--- src/rtl/pirq_pkg.sv ---
package pirq_pkg;
    // Register byte offsets; the clear-mask offset sits 4 above the set-mask offset
    localparam logic [3:0] OFF_STATUS = 4'h0;
    localparam logic [3:0] OFF_EN_SET = 4'h8;
    localparam logic [3:0] OFF_EN_CLR = 4'hC;

    // Event source positions
    typedef enum int {
        EV_CMPL     = 0,
        EV_ERR      = 1,
        EV_PRDY     = 2,
        EV_PWR      = 3,
        EV_PHYRDY   = 4,
        EV_WAKE     = 5,
        EV_UNKFRAME = 6,
        EV_XCHG     = 7,
        EV_DECODE   = 8,
        EV_CRC      = 9,
        EV_HSHK     = 10
    } evt_idx_e;

    localparam int STEER_W = 2;
endpackage

--- src/rtl/pirq_status.sv ---
module pirq_status #(
    parameter int NUM_EVT = 11
) (
    input  logic               clk,
    input  logic               rst_n,
    input  logic [NUM_EVT-1:0] evt_i,
    input  logic [NUM_EVT-1:0] clr_i,
    input  logic               w1c_mode_i,
    input  logic               slot_pending_i,
    output logic [NUM_EVT-1:0] status_o
);
    import pirq_pkg::*;

    logic [NUM_EVT-1:0] status_q;
    logic [NUM_EVT-1:0] status_d;
    logic [NUM_EVT-1:0] drop;

    // Per-bit clear request; the completion bit also has the hardware path
    for (genvar i = 0; i < NUM_EVT; i++) begin : g_bit
        if (i == EV_CMPL) begin : g_cmpl
            assign drop[i] = w1c_mode_i ? clr_i[i] : ~slot_pending_i;
        end else begin : g_other
            assign drop[i] = w1c_mode_i & clr_i[i];
        end
    end

    always_comb begin
        // An arriving event outranks a clear of the same bit
        status_d = (status_q & ~drop) | evt_i;
    end

    always_ff @(posedge clk) begin
        if (!rst_n) begin
            status_q <= '0;
        end else begin
            status_q <= status_d;
        end
    end

    assign status_o = status_q;

    p_evt_sticky_r2: assert property (@(posedge clk) disable iff (!rst_n)
        (evt_i != '0) |=> ((status_q & $past(evt_i)) == $past(evt_i)));

    p_w1c_clear_r7: assert property (@(posedge clk) disable iff (!rst_n)
        (w1c_mode_i && clr_i != '0) |=> ((status_q & $past(clr_i & ~evt_i)) == '0));

    p_evt_wins_r8: assert property (@(posedge clk) disable iff (!rst_n)
        ((clr_i & evt_i) != '0) |=> ((status_q & $past(clr_i & evt_i)) != '0));

    p_hold_mode_off_r9: assert property (@(posedge clk) disable iff (!rst_n)
        (!w1c_mode_i) |=> ((status_q[NUM_EVT-1:1] & $past(status_q[NUM_EVT-1:1]))
                           == $past(status_q[NUM_EVT-1:1])));

    p_cmpl_autoclr_r10: assert property (@(posedge clk) disable iff (!rst_n)
        (!w1c_mode_i && !slot_pending_i && !evt_i[EV_CMPL]) |=> !status_q[EV_CMPL]);
endmodule

--- src/rtl/pirq_enable.sv ---
module pirq_enable #(
    parameter int NUM_EVT = 11,
    parameter int STEER_W = 2
) (
    input  logic               clk,
    input  logic               rst_n,
    input  logic               set_we_i,
    input  logic               clr_we_i,
    input  logic [NUM_EVT-1:0] bits_i,
    input  logic [STEER_W-1:0] steer_i,
    output logic [NUM_EVT-1:0] en_o,
    output logic [STEER_W-1:0] steer_o
);
    logic [NUM_EVT-1:0] en_q;
    logic [STEER_W-1:0] steer_q;

    always_ff @(posedge clk) begin
        if (!rst_n) begin
            en_q    <= '0;
            steer_q <= '0;
        end else begin
            if (set_we_i) begin
                en_q <= en_q | bits_i;
            end else if (clr_we_i) begin
                en_q <= en_q & ~bits_i;
            end
            if (set_we_i || clr_we_i) begin
                steer_q <= steer_i;
            end
        end
    end

    assign en_o    = en_q;
    assign steer_o = steer_q;

    p_en_set_r4: assert property (@(posedge clk) disable iff (!rst_n)
        set_we_i |=> ((en_q & $past(bits_i)) == $past(bits_i)));

    p_en_clr_r4: assert property (@(posedge clk) disable iff (!rst_n)
        (clr_we_i && !set_we_i) |=> ((en_q & $past(bits_i)) == '0));

    p_steer_load_r6: assert property (@(posedge clk) disable iff (!rst_n)
        (set_we_i || clr_we_i) |=> (steer_q == $past(steer_i)));

    p_steer_hold_r6: assert property (@(posedge clk) disable iff (!rst_n)
        (!set_we_i && !clr_we_i) |=> $stable(steer_q));
endmodule

--- src/rtl/pirq_regif.sv ---
module pirq_regif #(
    parameter int NUM_EVT = 11,
    parameter int RAW_LSB = 16,
    parameter int DATA_W  = 32,
    parameter int ADDR_W  = 4,
    parameter int STEER_W = 2
) (
    input  logic               wr_en_i,
    input  logic [ADDR_W-1:0]  wr_addr_i,
    input  logic [DATA_W-1:0]  wr_data_i,
    input  logic [ADDR_W-1:0]  rd_addr_i,
    input  logic [NUM_EVT-1:0] status_i,
    input  logic [NUM_EVT-1:0] en_i,
    input  logic [STEER_W-1:0] steer_i,
    output logic [NUM_EVT-1:0] clr_o,
    output logic               en_set_we_o,
    output logic               en_clr_we_o,
    output logic [NUM_EVT-1:0] wbits_o,
    output logic [STEER_W-1:0] wsteer_o,
    output logic [DATA_W-1:0]  rd_data_o
);
    import pirq_pkg::*;

    localparam int STEER_LSB = DATA_W - STEER_W;

    logic status_we;
    logic unused_wdata;

    assign status_we   = wr_en_i && (wr_addr_i == ADDR_W'(OFF_STATUS));
    assign en_set_we_o = wr_en_i && (wr_addr_i == ADDR_W'(OFF_EN_SET));
    assign en_clr_we_o = wr_en_i && (wr_addr_i == ADDR_W'(OFF_EN_CLR));
    assign wbits_o     = wr_data_i[NUM_EVT-1:0];
    assign wsteer_o    = wr_data_i[STEER_LSB +: STEER_W];
    assign unused_wdata = ^wr_data_i;

    // Either half of the status word clears the same bit
    assign clr_o = status_we ? (wr_data_i[NUM_EVT-1:0] | wr_data_i[RAW_LSB +: NUM_EVT])
                             : '0;

    always_comb begin
        rd_data_o = '0;
        unique case (rd_addr_i)
            ADDR_W'(OFF_STATUS): begin
                rd_data_o[NUM_EVT-1:0]       = status_i & en_i;
                rd_data_o[RAW_LSB +: NUM_EVT] = status_i;
            end
            ADDR_W'(OFF_EN_SET): begin
                rd_data_o[NUM_EVT-1:0]         = en_i;
                rd_data_o[STEER_LSB +: STEER_W] = steer_i;
            end
            default: rd_data_o = '0;
        endcase
    end
endmodule

--- src/rtl/port_irq_unit.sv ---
module port_irq_unit #(
    parameter int NUM_EVT = 11,
    parameter int RAW_LSB = 16,
    parameter int DATA_W  = 32,
    parameter int ADDR_W  = 4
) (
    input  logic               clk,
    input  logic               rst_n,
    input  logic [NUM_EVT-1:0] evt_pulse,
    input  logic               slot_pending,
    input  logic               w1c_mode,
    input  logic               wr_en,
    input  logic [ADDR_W-1:0]  wr_addr,
    input  logic [DATA_W-1:0]  wr_data,
    input  logic [ADDR_W-1:0]  rd_addr,
    output logic [DATA_W-1:0]  rd_data,
    output logic               irq_out,
    output logic [1:0]         irq_steer
);
    import pirq_pkg::*;

    logic [NUM_EVT-1:0] status_q;
    logic [NUM_EVT-1:0] en_q;
    logic [NUM_EVT-1:0] clr;
    logic [NUM_EVT-1:0] wbits;
    logic [STEER_W-1:0] wsteer;
    logic [STEER_W-1:0] steer_q;
    logic               en_set_we;
    logic               en_clr_we;

    pirq_regif #(
        .NUM_EVT(NUM_EVT), .RAW_LSB(RAW_LSB), .DATA_W(DATA_W),
        .ADDR_W(ADDR_W), .STEER_W(STEER_W)
    ) u_regif (
        .wr_en_i     (wr_en),
        .wr_addr_i   (wr_addr),
        .wr_data_i   (wr_data),
        .rd_addr_i   (rd_addr),
        .status_i    (status_q),
        .en_i        (en_q),
        .steer_i     (steer_q),
        .clr_o       (clr),
        .en_set_we_o (en_set_we),
        .en_clr_we_o (en_clr_we),
        .wbits_o     (wbits),
        .wsteer_o    (wsteer),
        .rd_data_o   (rd_data)
    );

    pirq_status #(.NUM_EVT(NUM_EVT)) u_status (
        .clk            (clk),
        .rst_n          (rst_n),
        .evt_i          (evt_pulse),
        .clr_i          (clr),
        .w1c_mode_i     (w1c_mode),
        .slot_pending_i (slot_pending),
        .status_o       (status_q)
    );

    pirq_enable #(.NUM_EVT(NUM_EVT), .STEER_W(STEER_W)) u_enable (
        .clk      (clk),
        .rst_n    (rst_n),
        .set_we_i (en_set_we),
        .clr_we_i (en_clr_we),
        .bits_i   (wbits),
        .steer_i  (wsteer),
        .en_o     (en_q),
        .steer_o  (steer_q)
    );

    assign irq_out   = |(status_q & en_q);
    assign irq_steer = steer_q;

    p_irq_needs_src_r11: assert property (@(posedge clk) disable iff (!rst_n)
        irq_out |-> ((status_q != '0) && (en_q != '0)));

    p_irq_from_evt_r11: assert property (@(posedge clk) disable iff (!rst_n)
        ((evt_pulse & en_q) != '0 && !en_clr_we) |=> irq_out);
endmodule

--- config.mk ---
export PLATFORM = sky130hd
export DESIGN_NAME = port_irq_unit
export DESIGN_NICKNAME = d
export VERILOG_FILES = /design/src/rtl/pirq_pkg.sv /design/src/rtl/pirq_status.sv /design/src/rtl/pirq_enable.sv /design/src/rtl/pirq_regif.sv /design/src/rtl/port_irq_unit.sv
export SDC_FILE = /design/constraint.sdc
export NUM_CORES = 1
export LEC_CHECK = 0
export ABC_AREA = 1
export CORE_MARGIN = 1
export CORE_UTILIZATION = 44
export CTS_BUF_LIST = sky130_fd_sc_hd__clkbuf_8
export DETAILED_ROUTE_END_ITERATION = 8
export HOLD_SLACK_MARGIN = 0.1
export PLACE_DENSITY_LB_ADDON = 0.3
export SLEW_MARGIN = 10
export SYNTH_ARGS = -nofsm -noshare
export SYNTH_HDL_FRONTEND = slang
export SYNTH_HIERARCHICAL = 1
export SYNTH_SLANG_ARGS = --single-unit
--- constraint.sdc ---
create_clock -name clk -period 2.75 [get_ports clk]
set_clock_uncertainty 0.15 [all_clocks]
set_input_delay 0.55 -clock clk [delete_from_list [all_inputs] [get_ports clk]]
set_output_delay 0.55 -clock clk [all_outputs]
set_load 0.02 [all_outputs]
* Yosys cells after proc, flatten, opt, wreduce, memory -nomap -nowiden
Index checks and enable logic that the tools add are counted.
** Storage, ports and cells
- Logic and storage cells :: 40
- Output and inout port bits :: 35
- Input port bits :: 56
- Register bits :: 24
** Cells by class
- Bitwise operators :: 19
- Equal/unequal tests :: 3
- Multiplexer cells :: 7
- Reduce and logical (&&, ||, !) cells :: 8
** Operators by type and width (number)
- 11-bit 2-to-1 mux :: 4
- 11-bit AND :: 3
- 11-bit OR :: 3
- 11-bit NOT :: 2
- 11-bit one-hot mux with 2 select lines :: 1
- 4-bit equality test (second input constant) :: 3
- 11-bit OR reduction :: 1
- 1-bit AND :: 10
- 4-bit logical NOT :: 2
- 1-bit logical AND :: 3
- 2-bit 2-to-1 mux :: 1
- 2-bit nonzero test :: 1
- 1-bit logical OR :: 1
- 1-bit 2-to-1 mux :: 1
- 1-bit NOT :: 1

* Longest topological paths before layout
- Word-level depth :: 7
- Mapped depth :: 7
- Depth with buffers taken out :: 7

* Hierarchy
Netlist, hierarchy kept.
** Modules (own cells, without submodules)
- pirq_regif :: times used 1, seq. area each 0.0 um2, cells each 146, area each 714.4 um2
- pirq_enable :: times used 1, seq. area each 260.2 um2, cells each 72, area each 515.5 um2
- pirq_status :: times used 1, seq. area each 220.2 um2, cells each 51, area each 392.9 um2
- port_irq_unit :: times used 1, seq. area each 0.0 um2, cells each 21, area each 80.1 um2

* Worst setup path before layout
No wires, ideal clock.
- Path type :: input port to output port
- Start :: input port rd_addr[1]
- End :: output port rd_data[16]
- Required time :: 2.050 ns
- Stages :: 4
- Buffers on the path :: 1
- Arrival :: 1.112 ns
- Path slack :: 0.938 ns
- Path through :: nor2_4 nand2_1 buf_6 nor2_2
** Between the ends
- Word-level cells in the longest chain between the ends :: 2
** Ends and longest elaborated chain
- from (decl) :: RTL line port_irq_unit.sv:15 : input logic [ADDR_W-1:0] rd_addr,
- 4-bit logical NOT :: RTL line pirq_regif.sv:42 : unique case (rd_addr_i)
- 11-bit 2-to-1 mux :: RTL line pirq_regif.sv:42
- to (decl) :: RTL line port_irq_unit.sv:16 : output logic [DATA_W-1:0] rd_data,
No other way between the ends.

* Final worst setup path
- Start :: input port rd_addr[3]
- End :: output port rd_data[31]
** Between the ends
- Word-level cells in the longest chain between the ends :: 2
** Ends and longest elaborated chain (RTL line)
- 4-bit equality test :: pirq_regif.sv:42
- 2-bit 2-to-1 mux :: pirq_regif.sv:42
No other way between the ends.

==> flow_summary.toml <==
[die]
placeableCoreArea_um2 = 3690
floorplan.die_area_um2 = 4120
die-width_um = 64.2
floorplan.initialDensity_pct = 46.2
boundaryPins = 91
die_h_um = 64.2
core.rowCount = 22

[sta]
setup_ws_ps = 179
post-route-min-period_ps = 2570
hold_ws_ps = 345
hold_violations = 0
timing.final.max_slew_violations = 0
timing.slew.headroom_pct = 61.1
worst-slew-pin-transition_ps = 581
timing.fmax_mhz = 389
timing.setup.tns_ps = 0
setup_violations = 0
layout_worst_path_cycle_share_pct = 93.5
grt_setup_unrepaired = "no"

[power]
vdd.ir_drop.worst_mv = 0.198
p_total_mw = 0.753
intPower_mw = 0.551
comb_power_share_pct = 22.6
power_frac_seq_pct = 50.0
power.leakage_nw = 1.22
power-per-cell-area_nw_per_um2 = 317
clock_power_share_pct = 27.4
total_switching_power_mw = 0.202
power_switching_share_pct = 26.8

[synth]
yosys_warnings = 6
synth_cell_type_count = 14
netlist.area_leader.share_pct = 28.2
synth-seq-cells = 24
synth-seq-area-share_pct = 28.2
postSynthCellCount = 290
post-synth-top-area-cell = "dfxtp_1"
synthArstFlopShare_pct = 0
synth.area.top_cells = "dfxtp_1 28%, nand2_1 20%, buf_4 11%"
ys_dominant_reg_cell = "dfxtp_1"
syn-mean-instance-area_um2 = 5.87
yosys.cell_count.top_type = "nand2_1"
mappedNetlistArea_um2 = 1700
netlist_top_cells_count = "92 x nand2_1, 47 x nor2_1, 34 x inv_1"
number_of_synthesized_flops_with_an_enable_pin = 0

[final_layout]
layoutNonFillerInstCount = 399
utilization_pct = 64.5
layout-drive-gt1-share_pct = 7.41
area.growth.synth_to_final_pct = 39.6
multi_input_comb_area_um2 = 877
final_nets = 409
design_area_um2 = 2380
num_antenna_cells = 0
fillers = 374
seqCellArea_um2 = 480

[status]
status = "complete, no violations"

[global_route]
pin_count_of_the_biggest_net_entering_global_routing = 24
grt_pass1_vias = 1594
grt_pass1_wl_um = 6930
grt_use_total_pct = 21.7
globalRouteOverflowTotal = 0
antenna_found_initial = 0

[detailed_routing]
drtPass1Iterations = 4
avgViaCountPerCell = 4.63
drcViolationCount = 0
ant_nets = 0
drt_iter0_drc = 107
finalWirelength_um = 4310
detailroute.via_count = 1848
post_detailed_route_wirelength_per_cell_um = 10.8

[worst_setup_path]
cp-start-kind = "input pin"
crit_fanout = 6
timing.rr.start = "u_status/status_o[10]$_SDFF_PN0_"
path_class = "input pin to output port"
worst-r2r-setup-slack_ps = 1920
worst_r2r_endpoint = "u_status/status_o[10]$_SDFF_PN0_"
timing.critical_path.arrival_ps = 1870
worst_setup_path_end_kind = "output port"
crit_required_ps = 2050
r2r_cells = 2

[clock_network]
numCtsBuffers = 3
h_tree_depth_reported_by_cts = 1
clock_latency_of_the_later_clocked_register_in_the_worst_skew_pair_ps = 260
clock_tree.buffer_depth = 2
cts_root_buf = "clkbuf_8"
cts.repair_timing.setup_buffer_count = 0
cts_sinks = 24
tritoncts = "done"
clk_transition_reported_paths_ps = 80

[placement]
placed_cell_area_um2 = 2370
routabilityCongestion = 0.764
post_place_setup_slack_ps = -90.7
cell_count_post_placement = 396
place.detailed.hpwl_um = 3220
numPortBuffers = 74

[min_path]
timing.hold.worst_path_depth = 2
hold_path.class = "flop to flop"

[run]
maxCapViolCount = 0
[repair_timing]
item,4_1_cts,5_1_grt
endpoints found under the setup margin,24,0
hold buffers,0,0
gates resized for setup,24,0
[power groups by stage]
stage	combinational, mW	sequential [mW]	clock, mW
2_1_floorplan	0.0962	0.383	0
3_3_place_gp	0.170	0.384	0
3_5_place_dp	0.172	0.384	0
4_1_cts	0.171	0.376	0.206
5_1_grt	0.186	0.379	0.225
6_report	0.170	0.376	0.206
[worst max-delay path by stage]
stage               slack, ps  depth (start not counted)        from          end
global route              120                          7  rd_addr[3]   rd_data[4]
global placement          -70                          7  rd_addr[3]  rd_data[31]
floorplan                 940                          4  rd_addr[1]  rd_data[16]
detailed placement        -90                          7  rd_addr[3]  rd_data[31]
finish                    180                          7  rd_addr[3]  rd_data[31]
CTS                       170                          7  rd_addr[3]  rd_data[31]
[critical path: stages]
cell and delay (ps):
clkdlybuf4s50_1 490, inv_1 50, nor2_2 90, buf_4 160
nand2_1 90, nor2_1 90, dlygate4sd2_1 340
[metal layers]
metal  GRT usage, %  part of all wire, %
met1           26.3                   43
met2           38.2                   48
met3           5.00                  8.2
met4           5.56                 0.67
met5              0                    0
[layout by cell type, fill, tap and decap left out, drive strengths merged]
cell type / instances
a21oi: 22
buf: 9
clkbuf: 3
clkdlybuf4s50: 50
conb: 8
dfxtp: 24
dlygate4sd2: 24
inv: 34
nand2: 92
nand3: 25
nor2: 60
[cell families after synthesis]
| logic type | synth area share, % |
|---|---|
| AND/OR/NAND/NOR | 43.1 |
| other | 0.220 |
| buffers and inverters | 21.8 |
| flip-flops | 28.2 |
| AO/OA/AOI/OAI | 6.69 |
[cell type report]
cell class                      instances  area share (%)
Timing Repair Buffer                   83            33.3
Sequential cell                        24            20.2
Clock buffer                            3            1.74
Multi-Input combinational cell        207            36.9
Tap cell                               48            2.53
Inverter                               34            5.37
Note: power is estimated with default switching activity, not from simulation.
